--- src/rtl/adc_seq_pkg.sv ---
package adc_seq_pkg;
  localparam int unsigned CH_W     = 5;
  localparam int unsigned DIV_W    = 2;
  localparam int unsigned RES_W    = 10;
  localparam int unsigned NARROW_W = 8;
  localparam int unsigned SHIFT_N  = RES_W - NARROW_W;
  localparam logic [CH_W-1:0] CH_OFF = '1;

  typedef enum logic {SEQ_IDLE, SEQ_CONV} seq_state_e;

  typedef struct packed {
    logic [CH_W-1:0]  chan;
    logic             cont;
    logic             hw_en;
    logic             res10;
    logic [DIV_W-1:0] div;
  } seq_cfg_t;

  function automatic logic [RES_W-1:0] fmt_result(input logic [RES_W-1:0] raw,
                                                   input logic wide);
    if (wide) return raw;
    return raw >> SHIFT_N;
  endfunction
endpackage

--- src/rtl/adc_clk_div.sv ---
module adc_clk_div
  import adc_seq_pkg::*;
(
  input  logic             clk,
  input  logic             rst_n,
  input  logic             clr,
  input  logic [DIV_W-1:0] div_sel,
  output logic             tick
);
  localparam int unsigned CNT_W = (1 << DIV_W) - 1;

  logic [CNT_W-1:0] cnt;
  logic [CNT_W-1:0] mask;

  always_comb begin
    mask = (CNT_W'(1) << div_sel) - CNT_W'(1);
    tick = (cnt & mask) == mask;
  end

  always_ff @(posedge clk or negedge rst_n) begin
    if (!rst_n)   cnt <= '0;
    else if (clr) cnt <= '0;
    else          cnt <= cnt + CNT_W'(1);
  end
endmodule

--- src/rtl/adc_trig_sync.sv ---
module adc_trig_sync #(
  parameter int unsigned STAGES = 2
) (
  input  logic clk,
  input  logic rst_n,
  input  logic trig_async,
  output logic rise
);
  logic [STAGES:0] sr;

  genvar g;
  generate
    for (g = 0; g <= STAGES; g++) begin : g_stage
      if (g == 0) begin : g_first
        always_ff @(posedge clk or negedge rst_n) begin
          if (!rst_n) sr[0] <= 1'b0;
          else        sr[0] <= trig_async;
        end
      end else begin : g_next
        always_ff @(posedge clk or negedge rst_n) begin
          if (!rst_n) sr[g] <= 1'b0;
          else        sr[g] <= sr[g-1];
        end
      end
    end
  endgenerate

  assign rise = sr[STAGES-1] & ~sr[STAGES];
endmodule

--- src/rtl/adc_conv_stub.sv ---
module adc_conv_stub
  import adc_seq_pkg::*;
#(
  parameter int unsigned LAT = 4
) (
  input  logic             clk,
  input  logic             rst_n,
  input  logic             start,
  input  logic             kill,
  input  logic             tick,
  input  logic [RES_W-1:0] sample_in,
  output logic             busy,
  output logic             res_valid,
  output logic [RES_W-1:0] res_raw
);
  localparam int unsigned LW = (LAT > 1) ? $clog2(LAT) : 1;
  localparam logic [LW-1:0] LAST = LW'(LAT - 1);

  logic [LW-1:0]    cnt;
  logic [RES_W-1:0] cap;

  always_ff @(posedge clk or negedge rst_n) begin
    if (!rst_n) begin
      busy      <= 1'b0;
      res_valid <= 1'b0;
      res_raw   <= '0;
      cnt       <= '0;
      cap       <= '0;
    end else begin
      res_valid <= 1'b0;
      if (kill) begin
        busy <= 1'b0;
        cnt  <= '0;
      end else if (start) begin
        busy <= 1'b1;
        cnt  <= '0;
        cap  <= sample_in;
      end else if (busy && tick) begin
        if (cnt == LAST) begin
          busy      <= 1'b0;
          res_valid <= 1'b1;
          res_raw   <= cap;
        end else begin
          cnt <= cnt + LW'(1);
        end
      end
    end
  end
endmodule

--- src/rtl/adc_seq_fsm.sv ---
module adc_seq_fsm
  import adc_seq_pkg::*;
(
  input  logic             clk,
  input  logic             rst_n,
  input  logic             cfg_wr,
  input  seq_cfg_t         cfg_in,
  input  logic             res_rd,
  input  logic             trig_rise,
  input  logic             res_valid,
  input  logic [RES_W-1:0] res_raw,
  output seq_cfg_t         cfg_q,
  output logic             conv_start,
  output logic             kill,
  output logic             busy,
  output logic             done,
  output logic [RES_W-1:0] res_data
);
  seq_state_e state;
  logic       chan_ok_in;
  logic       chan_ok_q;
  logic       hw_go;

  assign chan_ok_in = cfg_in.chan != CH_OFF;
  assign chan_ok_q  = cfg_q.chan != CH_OFF;
  assign hw_go      = trig_rise && cfg_q.hw_en && chan_ok_q && (state == SEQ_IDLE);
  assign kill       = cfg_wr;
  assign busy       = state == SEQ_CONV;

  always_ff @(posedge clk or negedge rst_n) begin
    if (!rst_n) begin
      state      <= SEQ_IDLE;
      cfg_q      <= '{chan: CH_OFF, default: '0};
      conv_start <= 1'b0;
      done       <= 1'b0;
      res_data   <= '0;
    end else begin
      conv_start <= 1'b0;
      if (cfg_wr) begin
        cfg_q <= cfg_in;
        done  <= 1'b0;
        if (chan_ok_in && !cfg_in.hw_en) begin
          state      <= SEQ_CONV;
          conv_start <= 1'b1;
        end else begin
          state <= SEQ_IDLE;
        end
      end else begin
        if (res_rd) done <= 1'b0;
        if (hw_go) begin
          state      <= SEQ_CONV;
          conv_start <= 1'b1;
        end
        if (res_valid && state == SEQ_CONV) begin
          res_data <= fmt_result(res_raw, cfg_q.res10);
          done     <= 1'b1;
          if (cfg_q.cont) conv_start <= 1'b1;
          else            state      <= SEQ_IDLE;
        end
      end
    end
  end
endmodule

--- src/rtl/adc_seq_ctrl.sv ---
module adc_seq_ctrl
  import adc_seq_pkg::*;
#(
  parameter int unsigned LAT         = 4,
  parameter int unsigned SYNC_STAGES = 2
) (
  input  logic             clk,
  input  logic             rst_n,
  input  logic             cfg_wr,
  input  logic [CH_W-1:0]  cfg_chan,
  input  logic             cfg_cont,
  input  logic             cfg_hw_en,
  input  logic             cfg_res10,
  input  logic [DIV_W-1:0] cfg_div,
  input  logic             res_rd,
  input  logic             hw_trig_async,
  input  logic [RES_W-1:0] ana_sample,
  output logic             conv_start,
  output logic             busy,
  output logic             done,
  output logic [RES_W-1:0] res_data
);
  seq_cfg_t         cfg_in;
  seq_cfg_t         cfg_q;
  logic             trig_rise;
  logic             tick;
  logic             kill;
  logic             stub_busy;
  logic             res_valid;
  logic [RES_W-1:0] res_raw;

  assign cfg_in = '{chan: cfg_chan, cont: cfg_cont, hw_en: cfg_hw_en,
                    res10: cfg_res10, div: cfg_div};

  adc_trig_sync #(.STAGES(SYNC_STAGES)) u_sync (
    .clk(clk), .rst_n(rst_n), .trig_async(hw_trig_async), .rise(trig_rise)
  );

  adc_clk_div u_div (
    .clk(clk), .rst_n(rst_n), .clr(conv_start), .div_sel(cfg_q.div), .tick(tick)
  );

  adc_conv_stub #(.LAT(LAT)) u_stub (
    .clk(clk), .rst_n(rst_n), .start(conv_start), .kill(kill), .tick(tick),
    .sample_in(ana_sample), .busy(stub_busy), .res_valid(res_valid), .res_raw(res_raw)
  );

  adc_seq_fsm u_fsm (
    .clk(clk), .rst_n(rst_n), .cfg_wr(cfg_wr), .cfg_in(cfg_in), .res_rd(res_rd),
    .trig_rise(trig_rise), .res_valid(res_valid), .res_raw(res_raw), .cfg_q(cfg_q),
    .conv_start(conv_start), .kill(kill), .busy(busy), .done(done), .res_data(res_data)
  );
endmodule

--- config.mk ---
export PLATFORM = sky130hd
export DESIGN_NAME = adc_seq_ctrl
export DESIGN_NICKNAME = d
export VERILOG_FILES = /design/src/rtl/adc_seq_pkg.sv /design/src/rtl/adc_clk_div.sv /design/src/rtl/adc_trig_sync.sv /design/src/rtl/adc_conv_stub.sv /design/src/rtl/adc_seq_fsm.sv /design/src/rtl/adc_seq_ctrl.sv
export SDC_FILE = /design/constraint.sdc
export NUM_CORES = 1
export LEC_CHECK = 0
export BUFFER_PORTS_ARGS = -buffer_cell sky130_fd_sc_hd__buf_2
export CORE_UTILIZATION = 59
export CTS_BUF_LIST = sky130_fd_sc_hd__clkbuf_8 sky130_fd_sc_hd__clkbuf_16
export DETAILED_ROUTE_END_ITERATION = 12
export MAX_ROUTING_LAYER = met4
export PLACE_DENSITY = 0.83
export SLEW_MARGIN = 20
export SYNTH_ARGS = -nofsm -noshare
export SYNTH_HDL_FRONTEND = slang
export SYNTH_SLANG_ARGS = --single-unit
--- constraint.sdc ---
create_clock -name clk -period 3.88 [get_ports clk]
set_input_delay 0.194 -clock clk [delete_from_list [all_inputs] [get_ports clk]]
set_output_delay 0.194 -clock clk [all_outputs]
set_load 0.005 [all_outputs]
==> flow_metrics.py <==
metrics = {
    "clock_tree": {
        "tritoncts.num_buffers": 5,
        "clk_latency_ps": 310,
        "clkSlewWorstSetupHoldPaths_ps": 90,
        "clock-sinks": 53,
        "cts_max_path_bufs": 2,
        "tritoncts_clock_tree": "yes",
        "ctsHtreeMaxLevel": 2,
        "clockRootBuffer": "sky130_fd_sc_hd__clkbuf_8",
        "cts-resized-gates": 0,
    },
    "timing": {
        "period_minus_slack_ps": 1880,
        "grt_setup_unrepaired": "no",
        "max_slew.worst_pin.slew_ps": 798.6,
        "hold_violations": 0,
        "max_slew_violation_count": 0,
        "slew-limit-headroom": 0.4661,
        "worst_slack_ps": 2000,
        "achievable-frequency_mhz": 531.9,
        "finalClockSkew_ps": 13.88,
        "tns_ps": 0,
        "final-setup-viol-count": 0,
        "final.period_utilization": 0.4846,
    },
    "final_layout": {
        "fin_cells": 249,
        "final_layout_size_suffix_gt1_frac": 0.4089,
        "flow.area_growth_from_synthesis_pct": 15.13,
        "antenna_cells": 0,
        "regArea_um2": 1333,
        "fillCellCount": 236,
        "multi_input_area_um2": 794.5,
        "design.final.nets": 229,
    },
    "synth": {
        "yosys-top-cells-count": "sky130_fd_sc_hd__dfrtp_1, sky130_fd_sc_hd__nand2_1, sky130_fd_sc_hd__mux2_2",
        "cell_area_after_synthesis_um2": 2175,
        "synthesis.yosys.warnings": 0,
        "synth.largest_area_cell": "sky130_fd_sc_hd__dfrtp_1",
        "synth-seq-area-share": 0.6128,
        "synth_top_area_share": 0.5524,
        "synth-async-reset-ratio": 1.000,
        "ys_ff_latch": 53,
        "synth_most_common_cell": "sky130_fd_sc_hd__dfrtp_1",
        "dominantRegCellSynth": "sky130_fd_sc_hd__dfrtp_1",
        "synthesized_area_per_cell_um2": 13.42,
        "syn_nets": 189,
        "post_synth_main_area_contributors": "sky130_fd_sc_hd__dfrtp_1, sky130_fd_sc_hd__mux2_2, sky130_fd_sc_hd__mux2_4",
        "synth_cells": 162,
        "number_of_enable_type_register_cells_in_the_synthesized_netlist": 0,
        "yosys.cell_types.count": 31,
    },
    "drt": {
        "route.detailed.drc": 0,
        "routed-via-count": 1345,
        "detailedRoute.firstIterationViolations": 61,
        "routed_wirelength_mm": 3.767,
        "drt-wirelength-per-cell_um": 15.13,
        "final_antenna_net_count": 0,
        "avgViaCountPerCell": 5.402,
        "drt_pass1_iterations": 4,
    },
    "job": {
        "max_cap_viol_count": 0,
    },
    "grt": {
        "vias_in_the_first_global_route": 1388,
        "groute.usage.overall": 0.2304,
        "grt_antenna_before_repair": 0,
        "largest_net_degree_at_the_start_of_global_routing": 54,
        "overflow": 0,
        "grt_pass1_wl_mm": 6.548,
    },
    "place": {
        "gp_congestion": 0.7376,
        "place.detailed.instances": 239,
        "detailedPlacementHpwl_mm": 2.694,
        "io_buffers": 37,
        "detailedPlace.worstSlack_ps": 2018,
    },
    "floorplanning": {
        "die_y_um": 62.71,
        "top_level_pins": 38,
        "rows": 21,
        "initial_utilization": 0.6318,
        "die-width_um": 62.71,
        "die_footprint_um2": 3933,
        "floorplan_core_area_um2": 3442,
    },
    "power_and_ir_drop": {
        "pwr_density_cell_nw_per_um2": 429.8,
        "design_power_total_mw": 1.076,
        "power.static_leakage_nw": 1.260,
        "ir_drop_mv": 0.3249,
    },
    "critical_path": {
        "worstSetupStartpointType": "register",
        "endpoint_kind": "register",
        "critPathRequiredTime_ps": 4080,
        "arr_time_crit_path_ps": 2080,
        "critical_path_class": "register to register",
        "critPathMaxFanout": 11,
    },
    "run_status": {
        "run_status": "completed",
    },
    "hold_path": {
        "min_path_type": "input port to register",
    },
}
## area by class of cell
cell class | instances | share of cell area
flip-flops and latches | 53 | 0.5322
multi-input cells | 99 | 0.3173
repair buffers | 39 | 0.08296
clock buffers | 6 | 0.03298
well taps | 46 | 0.02299
inverters | 4 | 0.005997
clock inverters | 2 | 0.005497
## metrics by stage
step / hold slack [ps] / util / instance area (µm²)
after floorplan: -101.6 / - / 2175
after global placement: 301.9 / 0.6928 / 2385
after detailed placement: 305.0 / 0.6928 / 2385
after CTS: 91.13 / 0.7237 / 2491
after global routing: 104.1 / 0.7274 / 2504
final: 92.88 / 0.7274 / 2504
## final timing paths
path / slack [ps] / cells past startpoint / from / endpoint
max: 2000 / 4 / u_fsm.cfg_q[0] / u_stub.res_raw[0]
min: 90 / 2 / ana_sample[4] / u_stub.cap[4]
max reg2reg: 2000 / 4 / u_fsm.cfg_q[0] / u_stub.res_raw[0]
min reg2reg: 350 / 0 / u_sync.sr[0] / u_sync.sr[1]
max in group asynchronous: 3010 / 2 / rst_n / u_stub.res_valid
min in group asynchronous: 450 / 2 / rst_n / u_fsm.cfg_q[1]
## per-layer routing
metal | vias up | routed length [µm] | global-route usage
li1 | 639 | - | -
met1 | 670 | 1621 | 0.2709
met2 | 28 | 1922 | 0.3791
met3 | 8 | 154 | 0.06752
met4 | 0 | 68 | 0.07849
met5 | - | 0 | -
## cell families after synthesis
logic type | synth area share
flip-flops | 0.6128
AND/OR/NAND/NOR | 0.09551
multiplexers | 0.2066
AO/OA/AOI/OAI | 0.04776
buffers and inverters | 0.02187
adder cells (fa/ha/maj) | 0.01151
XOR/XNOR | 0.004028
## power by group
| group | leakage, nW | total (mW) | switching (mW) | internal [mW] |
|---|---|---|---|---|
| Sequential | 0.675 | 0.644 | 0.0387 | 0.605 |
| Combinational | 0.533 | 0.114 | 0.0499 | 0.0644 |
| Clock | 0.0512 | 0.318 | 0.173 | 0.145 |
## worst max-delay path, cell delays in order, from the launching register on
cell and delay, ps:
sky130_fd_sc_hd__dfrtp_1 410, sky130_fd_sc_hd__nor2b_4 140, sky130_fd_sc_hd__o221ai_2 230, sky130_fd_sc_hd__nand4_2 490, sky130_fd_sc_hd__mux2_1 490
## sequential cells by signal, summed over array words and instances (netlist names), 2 cells and up
| name | cells |
|---|---|
| u_div.cnt | 3 |
| u_fsm.cfg_q | 10 |
| u_fsm.res_data | 10 |
| u_stub.cap | 10 |
| u_stub.cnt | 2 |
| u_stub.res_raw | 10 |
| u_sync.sr | 3 |
## what timing repair did
item	in CTS	in global routing
buffers inserted	0	0
hold buffers	1	1
hold endpoints to repair	1	48
## cell usage in the layout, fill, tap and decap left out, types with 2 or more instances in the layout
cell type,count
sky130_fd_sc_hd__dfrtp_1,48
sky130_fd_sc_hd__buf_2,36
sky130_fd_sc_hd__nand2_1,22
sky130_fd_sc_hd__mux2_2,17
sky130_fd_sc_hd__mux2i_1,10
sky130_fd_sc_hd__mux2_4,9
sky130_fd_sc_hd__o21ai_1,8
sky130_fd_sc_hd__clkbuf_8,6
sky130_fd_sc_hd__o21ai_0,5
sky130_fd_sc_hd__dfstp_2,5
sky130_fd_sc_hd__nor2_1,4
sky130_fd_sc_hd__nor2b_1,2
sky130_fd_sc_hd__inv_2,2
sky130_fd_sc_hd__and3_1,2
sky130_fd_sc_hd__nand3_1,2
sky130_fd_sc_hd__nand2b_1,2
sky130_fd_sc_hd__a311oi_1,2
sky130_fd_sc_hd__inv_1,2
sky130_fd_sc_hd__mux2_1,2
sky130_fd_sc_hd__ha_1,2
sky130_fd_sc_hd__dlygate4sd3_1,2
Note: power is estimated with default switching activity, not from simulation.
